==> config.mk <==
export PLATFORM = sky130hd
export DESIGN_NAME = uart_par_rx
export DESIGN_NICKNAME = d
export VERILOG_FILES = /design/src/rtl/uart_rx_pkg.sv /design/src/rtl/uart_rx_sync.sv /design/src/rtl/uart_rx_pargen.sv /design/src/rtl/uart_rx_core.sv /design/src/rtl/uart_rx_status.sv /design/src/rtl/uart_par_rx.sv
export SDC_FILE = /design/constraint.sdc
export NUM_CORES = 1
export LEC_CHECK = 0
export ABC_AREA = 0
export BUFFER_PORTS_ARGS = -buffer_cell sky130_fd_sc_hd__buf_2
export CAP_MARGIN = 20
export CORE_UTILIZATION = 40
export CTS_BUF_LIST = sky130_fd_sc_hd__clkbuf_4
export DETAILED_ROUTE_END_ITERATION = 12
export SETUP_SLACK_MARGIN = 0.05
export SLEW_MARGIN = 40
export SYNTH_ARGS = -nofsm -noshare
export SYNTH_HDL_FRONTEND = slang
export SYNTH_SLANG_ARGS = --single-unit
==> constraint.sdc <==
create_clock -name clk -period 1.8 [get_ports clk]
set_input_delay 0 -clock clk [delete_from_list [all_inputs] [get_ports clk]]
set_output_delay 0 -clock clk [all_outputs]
set_load 0.05 [all_outputs]
==> src/rtl/uart_rx_pkg.sv <==
package uart_rx_pkg;
   localparam logic [2:0] PM_EVEN  = 3'b000;
   localparam logic [2:0] PM_ODD   = 3'b001;
   localparam logic [2:0] PM_SPACE = 3'b010;
   localparam logic [2:0] PM_MARK  = 3'b011;
   localparam logic [2:0] PM_NONE  = 3'b100;

   typedef enum logic [2:0] {
      ST_IDLE, ST_START, ST_DATA, ST_PAR, ST_STOP
   } rx_state_e;

   // Only codes with bit 2 clear carry a parity bit
   function automatic logic mode_has_parity(input logic [2:0] m);
      return (m[2] == 1'b0);
   endfunction
endpackage

==> src/rtl/uart_rx_sync.sv <==
module uart_rx_sync #(
   parameter int STAGES = 2
) (
   input  logic clk,
   input  logic rst_n,
   input  logic d,
   output logic q
);
   generate
      if (STAGES == 0) begin : g_bypass
         assign q = d;
      end else if (STAGES == 1) begin : g_single
         logic ff;
         always_ff @(posedge clk or negedge rst_n) begin
            if (!rst_n) ff <= 1'b1;
            else        ff <= d;
         end
         assign q = ff;
      end else begin : g_chain
         logic [STAGES-1:0] ff;
         always_ff @(posedge clk or negedge rst_n) begin
            if (!rst_n) ff <= '1;
            else        ff <= {ff[STAGES-2:0], d};
         end
         assign q = ff[STAGES-1];
      end
   endgenerate
endmodule

==> src/rtl/uart_rx_pargen.sv <==
module uart_rx_pargen
   import uart_rx_pkg::*;
#(
   parameter int WIDTH = 8
) (
   input  logic [WIDTH-1:0] data,
   input  logic [2:0]       mode,
   output logic             par_bit,
   output logic             par_en
);
   logic ones_odd;
   assign ones_odd = ^data;

   always_comb begin
      par_en = mode_has_parity(mode);
      case (mode)
         PM_EVEN:  par_bit = ones_odd;
         PM_ODD:   par_bit = ~ones_odd;
         PM_MARK:  par_bit = 1'b1;
         PM_SPACE: par_bit = 1'b0;
         default:  par_bit = 1'b0;
      endcase
   end
endmodule

==> src/rtl/uart_rx_core.sv <==
module uart_rx_core
   import uart_rx_pkg::*;
#(
   parameter int DATA_BITS = 8,
   parameter int OVS       = 16
) (
   input  logic                 clk,
   input  logic                 rst_n,
   input  logic                 rxd_s,
   input  logic                 tick,
   input  logic                 par_en,
   output logic [DATA_BITS-1:0] shift_q,
   output logic                 par_smp,
   output logic                 par_used,
   output logic                 done
);
   localparam int CW   = $clog2(OVS);
   localparam int IW   = (DATA_BITS > 1) ? $clog2(DATA_BITS) : 1;
   localparam int HALF = OVS / 2;

   rx_state_e      state;
   logic [CW-1:0]  cnt;
   logic [IW-1:0]  idx;
   logic           mid_start;
   logic           bit_end;

   assign mid_start = (cnt == CW'(HALF - 1));
   assign bit_end   = (cnt == CW'(OVS - 1));

   always_ff @(posedge clk or negedge rst_n) begin
      if (!rst_n) begin
         state    <= ST_IDLE;
         cnt      <= '0;
         idx      <= '0;
         shift_q  <= '0;
         par_smp  <= 1'b0;
         par_used <= 1'b0;
         done     <= 1'b0;
      end else begin
         done <= 1'b0;
         if (tick) begin
            case (state)
               ST_IDLE: begin
                  if (!rxd_s) begin
                     cnt   <= '0;
                     state <= ST_START;
                  end
               end
               ST_START: begin
                  if (mid_start) begin
                     cnt <= '0;
                     idx <= '0;
                     par_used <= 1'b0;
                     state <= rxd_s ? ST_IDLE : ST_DATA;
                  end else begin
                     cnt <= cnt + 1'b1;
                  end
               end
               ST_DATA: begin
                  if (bit_end) begin
                     cnt     <= '0;
                     shift_q <= {rxd_s, shift_q[DATA_BITS-1:1]};
                     if (idx == IW'(DATA_BITS - 1)) begin
                        par_used <= par_en;
                        state    <= par_en ? ST_PAR : ST_STOP;
                     end else begin
                        idx <= idx + 1'b1;
                     end
                  end else begin
                     cnt <= cnt + 1'b1;
                  end
               end
               ST_PAR: begin
                  if (bit_end) begin
                     cnt     <= '0;
                     par_smp <= rxd_s;
                     state   <= ST_STOP;
                  end else begin
                     cnt <= cnt + 1'b1;
                  end
               end
               ST_STOP: begin
                  if (bit_end) begin
                     cnt   <= '0;
                     done  <= 1'b1;
                     state <= ST_IDLE;
                  end else begin
                     cnt <= cnt + 1'b1;
                  end
               end
               default: state <= ST_IDLE;
            endcase
         end
      end
   end
endmodule

==> src/rtl/uart_rx_status.sv <==
module uart_rx_status #(
   parameter int DATA_BITS = 8
) (
   input  logic                 clk,
   input  logic                 rst_n,
   input  logic                 done,
   input  logic [DATA_BITS-1:0] data_in,
   input  logic                 par_bad,
   input  logic                 rd_strobe,
   input  logic                 rst_status,
   output logic [DATA_BITS-1:0] rx_data,
   output logic                 rx_ready,
   output logic                 par_err,
   output logic                 overrun
);
   always_ff @(posedge clk or negedge rst_n) begin
      if (!rst_n) begin
         rx_data  <= '0;
         rx_ready <= 1'b0;
         par_err  <= 1'b0;
         overrun  <= 1'b0;
      end else begin
         if (done)           rx_data <= data_in;

         if (done)           rx_ready <= 1'b1;
         else if (rd_strobe) rx_ready <= 1'b0;

         if (done && par_bad) par_err <= 1'b1;
         else if (rst_status) par_err <= 1'b0;

         if (done && rx_ready && !rd_strobe) overrun <= 1'b1;
         else if (rst_status)                overrun <= 1'b0;
      end
   end
endmodule

==> src/rtl/uart_par_rx.sv <==
module uart_par_rx #(
   parameter int DATA_BITS   = 8,
   parameter int OVS         = 16,
   parameter int SYNC_STAGES = 2
) (
   input  logic                 clk,
   input  logic                 rst_n,
   input  logic                 rxd,
   input  logic                 baud_tick,
   input  logic [2:0]           par_mode,
   input  logic                 rd_strobe,
   input  logic                 rst_status,
   input  logic [DATA_BITS-1:0] tx_byte,
   output logic [DATA_BITS-1:0] rx_data,
   output logic                 rx_ready,
   output logic                 par_err,
   output logic                 overrun,
   output logic                 tx_par_bit,
   output logic                 tx_par_en
);
   generate
      if (DATA_BITS < 5 || DATA_BITS > 9) begin : g_bad_width
         $error("DATA_BITS must lie between 5 and 9");
      end
      if (OVS < 4 || (OVS % 2) != 0) begin : g_bad_ovs
         $error("OVS must be even and at least 4");
      end
      if (SYNC_STAGES < 0 || SYNC_STAGES > 4) begin : g_bad_sync
         $error("SYNC_STAGES must lie between 0 and 4");
      end
   endgenerate

   logic                 rxd_s;
   logic [DATA_BITS-1:0] shift_q;
   logic                 par_smp;
   logic                 par_used;
   logic                 frame_done;
   logic                 exp_bit;
   logic                 rx_par_en;
   logic                 par_bad;

   uart_rx_sync #(.STAGES(SYNC_STAGES)) sync_i (
      .clk (clk),
      .rst_n (rst_n),
      .d (rxd),
      .q (rxd_s)
   );

   uart_rx_core #(.DATA_BITS(DATA_BITS), .OVS(OVS)) core_i (
      .clk      (clk),
      .rst_n    (rst_n),
      .rxd_s    (rxd_s),
      .tick     (baud_tick),
      .par_en   (rx_par_en),
      .shift_q  (shift_q),
      .par_smp  (par_smp),
      .par_used (par_used),
      .done     (frame_done)
   );

   uart_rx_pargen #(.WIDTH(DATA_BITS)) rx_chk_i (
      .data    (shift_q),
      .mode    (par_mode),
      .par_bit (exp_bit),
      .par_en  (rx_par_en)
   );

   assign par_bad = par_used && (par_smp != exp_bit);

   uart_rx_status #(.DATA_BITS(DATA_BITS)) status_i (
      .clk        (clk),
      .rst_n      (rst_n),
      .done       (frame_done),
      .data_in    (shift_q),
      .par_bad    (par_bad),
      .rd_strobe  (rd_strobe),
      .rst_status (rst_status),
      .rx_data    (rx_data),
      .rx_ready   (rx_ready),
      .par_err    (par_err),
      .overrun    (overrun)
   );

   uart_rx_pargen #(.WIDTH(DATA_BITS)) tx_gen_i (
      .data    (tx_byte),
      .mode    (par_mode),
      .par_bit (tx_par_bit),
      .par_en  (tx_par_en)
   );
endmodule

# Word level (Yosys, flattened, before mapping)
# Cells that the tools add are included.
# word_totals
ff_bits	34
in_bits	17
output_inout_bits	13
elab_cells	86
# classes
add_sub_neg	2
n_eq_ne	17
n_mux	31
bitwise	3
n_reduce_logical	21
# ops
op	count
3-bit 2-to-1 mux	10
8-bit XOR reduction	2
3-bit case mux with 5 select lines	1
4-bit 2-to-1 mux	3
4-bit case mux with 3 select lines	1
1-bit 2-to-1 mux	11
2-bit by 1-bit != test with 1-bit output (second input constant)	5
5-bit AND reduction	2
3-bit by 2-bit == test with 1-bit output (second input constant)	3
3-bit AND reduction	3
2-bit nonzero test	4
7-bit AND reduction	1
3-bit by 1-bit == test with 1-bit output (second input constant)	2
3-bit == test (second input constant)	2
3-bit logical NOT	2
1-bit case mux with 3 select lines	2
3-bit case mux with 2 select lines	1
4-bit by 1-bit adder with 4-bit output (second input constant)	1
4-bit by 3-bit == test with 1-bit output (second input constant)	1
4-bit == test (second input constant)	1
1-bit logical AND	4
2-bit != test (second input constant)	2
3-bit by 1-bit adder with 3-bit output (second input constant)	1
1-bit NOT	3
6 further kinds	6

# Logic depth before layout (Yosys ltp)
# Gate-level depths: netlist (run 1).
# logic_depth
ltp_word	7
depth_mapped	8

# Hierarchy
# A second synthesis (run 1) with hierarchy kept.
# unflattened
hier_cells	158
area_unflattened_um2	1829.3
# by_module_without_submodules
module	instances	cells_per_inst	area_per_inst_um2	seq_area_each_um2
uart_rx_core	1	107	1159.9	525.5
uart_rx_status	1	25	439.2	275.3
uart_rx_pargen	2	11	81.3	0.0
uart_rx_sync	1	2	52.6	52.6
uart_par_rx	1	2	15.0	0.0

# Worst setup path before layout (run 1)
# No wires, ideal clock.
# synth_timing
path_kind	register to register
start	register core_i.cnt[0]
end	register core_i.idx[0]
setup_ps	79
arrival_time_ps	1460
required_ps	1721
slack_ps	261
stages_incl_launch_ff	8
path_buffers	1
path_cell_list	dfrtp_1 > ha_1 > nand3_1 > a221oi_2 > and3b_1 > buf_2 > nand2_1 > mux2i_1
# synth_via
elab_chain_len	3
elab_cells_between_ends	5
cone_classes	eq/ne (4); reduce/logical (1)
# synth_lines
element	line_no	text
start, declared	uart_rx_core.sv:22	logic [CW-1:0] cnt;
start signal, assigned	uart_rx_core.sv:56	cnt <= cnt + 1'b1;
start signal, assigned	uart_rx_core.sv:70	cnt <= cnt + 1'b1;
start signal, assigned	uart_rx_core.sv:79	cnt <= cnt + 1'b1;
4-bit == test / 4-bit by 3-bit == test with 1-bit output (equally long branches)	uart_rx_core.sv:28, uart_rx_core.sv:27	
2-bit by 1-bit != test with 1-bit output (no line)	-	
5-bit AND reduction (no line) *	-	
end signal, assigned	uart_rx_core.sv:67	idx <= idx + 1'b1;
end, declared	uart_rx_core.sv:23	logic [IW-1:0] idx;
# Mark *: on every way between the ends. The rest lies on a longest branch, timed or not.
# A chain may end at the register's enable or synchronous reset.

# Worst setup path in the final report (run 1)
# layout_timing
start	register core_i.state[1]
end	register core_i.shift_q[4]
# layout_via
elab_chain_len	2
# layout_lines
element	line_no	text
start, declared	uart_rx_core.sv:21	rx_state_e state;
start signal, assigned	uart_rx_core.sv:54	state <= rxd_s ? ST_IDLE : ST_DATA;
start signal, assigned	uart_rx_core.sv:65	state <= par_en ? ST_PAR : ST_STOP;
3-bit by 2-bit == test with 1-bit output	uart_rx_core.sv:42	case (state)
3-bit AND reduction (no line)	-	
end signal, assigned	uart_rx_core.sv:62	shift_q <= {rxd_s, shift_q[DATA_BITS-1:1]};
end, declared	uart_rx_core.sv:12	output logic [DATA_BITS-1:0] shift_q,
# No other way between the ends.

==> metrics.txt, run 1 <==
worst slew pin tran 430 ps; R2R depth 3; DP Wirelength 2440 microns; met1 wire length 1550 microns; Hold Violations, Final 0; PD cells 1100 nW/um^2; initial antenna violation count 0; WL final 3360 microns; final cell utilization of the core 52.2%; Setup TNS 0 ps; GP Congestion 0.801; Post-Syn Instances 160; setup bufs post-CTS 0; Worst R2R Setup Slack 140 ps; DRC viols 0; first-pass GRT wire length 5270 microns; post-synth top area share 45.4%; Die X-Extent 68.4 microns; Yosys warnings 0; Max-cap violations 0; f_max 603 MHz; Final #Nets 222; RR Startpoint core_i.state[1]; Worst-path clk slew 110 ps; Cell Area, Synth 1760 sq um; Cells on Worst Hold Path 3; RSZ-0062 raised after global routing false; Antenna Nets Post-Route 0; wire length per cell 13.3 microns; effective utilization at floorplan 42.8%; n_diodes 0; crit path capture type flop; period utilization 92.2%; CTS root buffer clkbuf_4; vias per cell 5.20; Setup Crit Path Kind flop to flop; drt initial violations 34; pin count of the biggest net entering global routing 35; Final setup viols 0; HP Start baud_tick; commonest non-fill, non-tap cell in the layout dfrtp_1; DR WL met3 149 microns; synth unique cells 42; drt pass-1 iters 4; post-synth net total 180; relative slew slack 71.4%; status finished, final reports clean; worst endpoint required time 2030 ps; site row count 23; commonest non-fill, non-tap cells in the layout dfrtp_1 (31), buf_2 (28), mux2_2 (16), xnor2_1 (15), nand2_1 (13); Period minus WS final 1660 ps; Hold Crit Class input pin to flop; highest metal used met4; met2 wire len 1610 microns; Startpoint Class flop; Tot GR Track Use 15.8%; largest cells by area after synthesis dfrtp_1 (45%), mux2_2 (10%), xnor2_1 (7.5%), dfstp_2 (3.0%), nand2_1 (2.8%); Area growth syn-to-layout 21.9%; Clock Tree Buf Depth 2; # IOs 30; leak pwr 1.03 nW; part of the Yosys area used for sequential elements 48.4%; share of cells above drive strength 1 34.0%; Worst Path Max Fanout 11; core box area 4120 sq um; Skew-Pair Late Insertion Delay 340 ps; clock sinks 34; synthesis-stage register bit count 34; Die Area 4680 sq um; TritonCTS clock tree done; clk_skew 11.4 ps; R2R Path End core_i.shift_q[4]; vias 1315; H-tree levels 2; grt ovf 0; Synth area leader dfrtp_1; Port Buf Inserts 29; Max Transition Viols Final 0; vias in the first global route 1196; die outline height 68.4 microns; critical path arrival 1890 ps; WHS Endpoint core_i.cnt[2]; Max IR drop VDD 0.510 mV; Synth Area per Inst 11.0 sq um; Fillers 370; CTS Buf Count 5
==> worst max-delay path: stages, from the launching register on <==
cell     delay [ps]
dfrtp_1         510
or3b_4          450
nor2_4          230
mux2_2          370
==> state kept, by name, indices dropped and copies added (netlist names) <==
signal,cells
core_i.cnt,4
core_i.done,1
core_i.idx,3
core_i.par_smp,1
core_i.par_used,1
core_i.shift_q,8
core_i.state,3
status_i.overrun,1
status_i.par_err,1
status_i.rx_data,8
status_i.rx_ready,1
sync_i.g_chain.ff,2
==> worst max-delay path by stage <==
stage / slack [ps] / startpoint / cells past startpoint / to
floorplan: 260 / core_i.cnt[0] / 7 / core_i.idx[0]
global placement: 170 / core_i.state[2] / 6 / core_i.state[0]
detailed placement: 150 / core_i.cnt[0] / 6 / core_i.idx[0]
CTS: 120 / core_i.state[2] / 6 / core_i.state[0]
global route: 40 / core_i.state[2] / 6 / core_i.state[0]
finish: 140 / core_i.state[1] / 3 / core_i.shift_q[4]
==> metal layers <==
metal | vias to the layer above | global-route usage (%)
li1 | 649 | -
met1 | 628 | 19.6
met2 | 31 | 25.4
met3 | 7 | 4.50
met4 | 0 | 7.03
met5 | - | 0
==> cells in the mapped netlist <==
cell type / instances
and3_1: 1
nand4_2: 1
and2b_1: 1
xnor2_1: 15
mux2i_1: 1
a211o_1: 1
nand3_1: 5
nand2_1: 13
ha_1: 3
a21o_1: 4
a221oi_2: 1
inv_1: 9
o41ai_1: 1
or3b_4: 1
nor4b_1: 1
buf_1: 1
and3b_1: 1
a21oi_1: 4
nand3b_1: 3
nand3_2: 1
nand4_1: 4
nor4_1: 1
nor2_1: 6
buf_6: 2
o21a_4: 1
nor2b_1: 1
or4b_1: 1
nor3_1: 3
nand2b_1: 2
buf_2: 2
nor3b_1: 1
dfrtp_1: 32
o22ai_1: 1
or4_1: 1
nor2_4: 1
a32o_1: 2
dfstp_2: 2
or3_1: 1
mux2_2: 16
o31ai_1: 2
o21ai_1: 1
o21ai_0: 9
==> power breakdown <==
part           internal (mW)  total (mW)  switching, mW
clock network          0.435       0.711          0.276
registers              0.848       0.956          0.108
logic                  0.323       0.704          0.381
total                   1.61        2.37          0.765
==> cell type report <==
class / instances / area, sq um / share of cell area [%]
flip-flops and latches: 34 / 855 / 39.8
multi-input cells: 112 / 847 / 39.4
repair buffers: 40 / 245 / 11.4
clock inverters: 3 / 68.8 / 3.20
well taps: 50 / 62.6 / 2.91
clock buffers: 5 / 37.5 / 1.75
inverters: 9 / 33.8 / 1.57
==> cells by family (layout without fill, tap and decap cells) <==
group           after synthesis  count (layout)  synth area share, %
simple gates                 50              50                 16.5
flops                        34              34                 48.4
compound gates               27              27                 10.7
mux                          17              17                 10.8
xor+xnor                     15              15                 7.45
buf+inv                      14              57                 3.97
fa+ha+maj                     3               3                 2.13
==> per-stage QoR <==
| stage | hold slack, ps | worst slack [ps] | power, mW | std cells | area (sq um) |
|---|---|---|---|---|---|
| 6_report | 67.3 | 140 | 2.37 | 253 | 2150 |
| 2_1_floorplan | -296 | 261 | 1.48 | 160 | 1760 |
| 5_1_grt | 85.0 | 39.0 | 2.52 | 253 | 2150 |
| 3_3_place_gp | 106 | 173 | 1.63 | 239 | 1970 |
| 4_1_cts | 53.8 | 122 | 2.37 | 253 | 2140 |
| 3_5_place_dp | 106 | 147 | 1.64 | 239 | 1970 |
==> what timing repair did <==
item | 4_1_cts | 5_1_grt
endpoints found under the hold margin | 36 | 0
resized for setup | 0 | 3
endpoints found under the setup margin | 0 | 5
hold buffers | 6 | 0
No activity file was read; power rests on OpenSTA's default activity.
==> inputs of run 2 (changes only) <==
--- a/config.mk
+++ b/config.mk
@@ -9,7 +9,6 @@
 export BUFFER_PORTS_ARGS = -buffer_cell sky130_fd_sc_hd__buf_2
 export CAP_MARGIN = 20
 export CORE_UTILIZATION = 40
-export CTS_BUF_LIST = sky130_fd_sc_hd__clkbuf_4
 export DETAILED_ROUTE_END_ITERATION = 12
 export SETUP_SLACK_MARGIN = 0.05
 export SLEW_MARGIN = 40
==> run 2 against run 1 <==
Global-route usage shrank 0.21 points. Critical path depth did not move. Cell count down 1.2%. Largest cell class unchanged. Largest power group unchanged.
==> metrics.txt, run 2 (synthesis gave the netlist of run 1 again) <==
status finished, final reports clean; Setup TNS 0 ps (unchanged); Max-cap violations 0 (unchanged); Worst Path Max Fanout 11 (unchanged); commonest non-fill, non-tap cells in the layout dfrtp_1 (31), buf_2 (28), mux2_2 (16), xnor2_1 (15), nand2_1 (13); # IOs 30 (unchanged); Final #Nets 219 (-1.4%); Die X-Extent 68.4 microns (unchanged); register area 855 sq um (unchanged); DRC viols 0 (unchanged); site row count 23 (unchanged); pin count of the biggest net entering global routing 35 (unchanged); Worst-path clk slew 80 ps (-30 ps); Setup Crit Path Kind flop to flop; worst slew pin tran 432 ps (+2.75 ps); worst endpoint required time 1980 ps (-50 ps); Min Hold Slack 12.0 ps (-55.3 ps); R2R Path End core_i.shift_q[0]; fin area 2150 sq um (about the same); vias in the first global route 1151 (-3.8%); Port Buf Inserts 29 (unchanged); Skew-Pair Late Insertion Delay 290 ps (-50 ps); vias 1290 (-1.9%); Hold Violations, Final 0 (unchanged); Antenna Nets Post-Route 0 (unchanged); CTS root buffer clkbuf_8; vias per cell 5.16 (-0.72%); Non-Filler Instances 250 (-1.2%); Clock Tree Buf Depth 2 (unchanged); Area growth syn-to-layout 22.0% (about the same); period utilization 91.7% (-0.48 points); grt ovf 0 (unchanged); Max IR drop VDD 0.526 mV (+3.2%); HP Start rd_strobe; critical path arrival 1830 ps (-60 ps); share of cells above drive strength 1 34.5% (+0.51 points); Hold Crit Class input pin to flop; RR Startpoint core_i.state[1]; first-pass GRT wire length 5210 microns (-1.2%); Die Area 4680 sq um (unchanged); wire length per cell 13.3 microns (+0.63%); Final setup viols 0 (unchanged); H-tree levels 2 (unchanged); f_max 606 MHz (+0.52%); CTS Buf Count 5 (unchanged); relative slew slack 71.2% (-0.18 points); clock sinks 34 (unchanged); GP Congestion 0.801 (unchanged); TritonCTS clock tree done; Cells on Worst Hold Path 3 (unchanged); Max Transition Viols Final 0 (unchanged); R2R depth 3 (unchanged); crit path capture type flop; DP Cell Count 239 (unchanged); Fillers 370 (unchanged); leak pwr 1.03 nW (about the same); effective utilization at floorplan 42.8% (unchanged); Tot GR Track Use 15.6% (-0.21 points); final cell utilization of the core 52.3% (about the same); initial antenna violation count 0 (unchanged); n_diodes 0 (unchanged); Top Registers core_i.shift_q x8, status_i.rx_data x8, core_i.cnt x4; drt pass-1 iters 4 (unchanged); DP Wirelength 2440 microns (unchanged); Worst R2R Setup Slack 150 ps (about the same); commonest non-fill, non-tap cell in the layout dfrtp_1; drt initial violations 29 (-15%); PD cells 1160 nW/um^2 (+5.3%); clk_skew 7.82 ps (-3.61 ps); WL final 3340 microns (-0.57%); setup bufs post-CTS 0 (unchanged); die outline height 68.4 microns (unchanged); Period minus WS final 1650 ps (-8.58 ps); Startpoint Class flop; Total Power 2.50 mW (+5.4%); multi-input logic area 847 sq um (unchanged); fin worst setup slack 149 ps (+8.58 ps); RSZ-0062 raised after global routing false; placed cell areas 1970 sq um (unchanged); DP Worst Slack 147 ps (unchanged); WHS Endpoint status_i.rx_ready; core box area 4120 sq um (unchanged)
## run 2: cell types whose count changed in the layout (fill, tap and decap cells not counted), sizes merged
cell / delta
dlygate4sd3: -3
## run 2: area by class of cell
type	instances	area share [%]
well taps	50	2.91
inverters	9	1.57
clock buffers	5	3.20
repair buffers	37	10.0
clock inverters	3	3.20
multi-input cells	112	39.4
flip-flops and latches	34	39.7
## run 2: worst max path at each step
stage | startpoint | end | slack (ps) | cells past startpoint
finish | core_i.state[1] | core_i.shift_q[0] | 150 | 3
global route | core_i.state[2] | core_i.state[0] | 50 | 6
CTS | core_i.state[2] | core_i.state[0] | 130 | 6
detailed placement | core_i.cnt[0] | core_i.idx[0] | 150 | 6
global placement | core_i.state[2] | core_i.state[0] | 170 | 6
floorplan | core_i.cnt[0] | core_i.idx[0] | 260 | 7
## run 2: report_power, final
part	switching [mW]	total, mW	internal, mW
Sequential	0.108	0.956	0.849
Clock	0.287	0.842	0.555
Combinational	0.380	0.699	0.319
## run 2: what timing repair did
item,in CTS,in global routing
resized for setup,0,3
endpoints found under the setup margin,0,5
hold buffers,3,0
endpoints found under the hold margin,34,0
## run 2: metal layers
layer	wire length, microns	global-route usage (%)	vias to the layer above
met1	1580	19.8	612
met2	1580	24.8	29
met3	153	5.50	5
met5	0	0	-
met4	29	4.69	0
li1	-	-	644
## run 2: worst max-delay path, stage by stage, from the launching register on
cell and delay (ps):
dfrtp_1 490, or3b_4 450, nor2_4 230, mux2_2 370
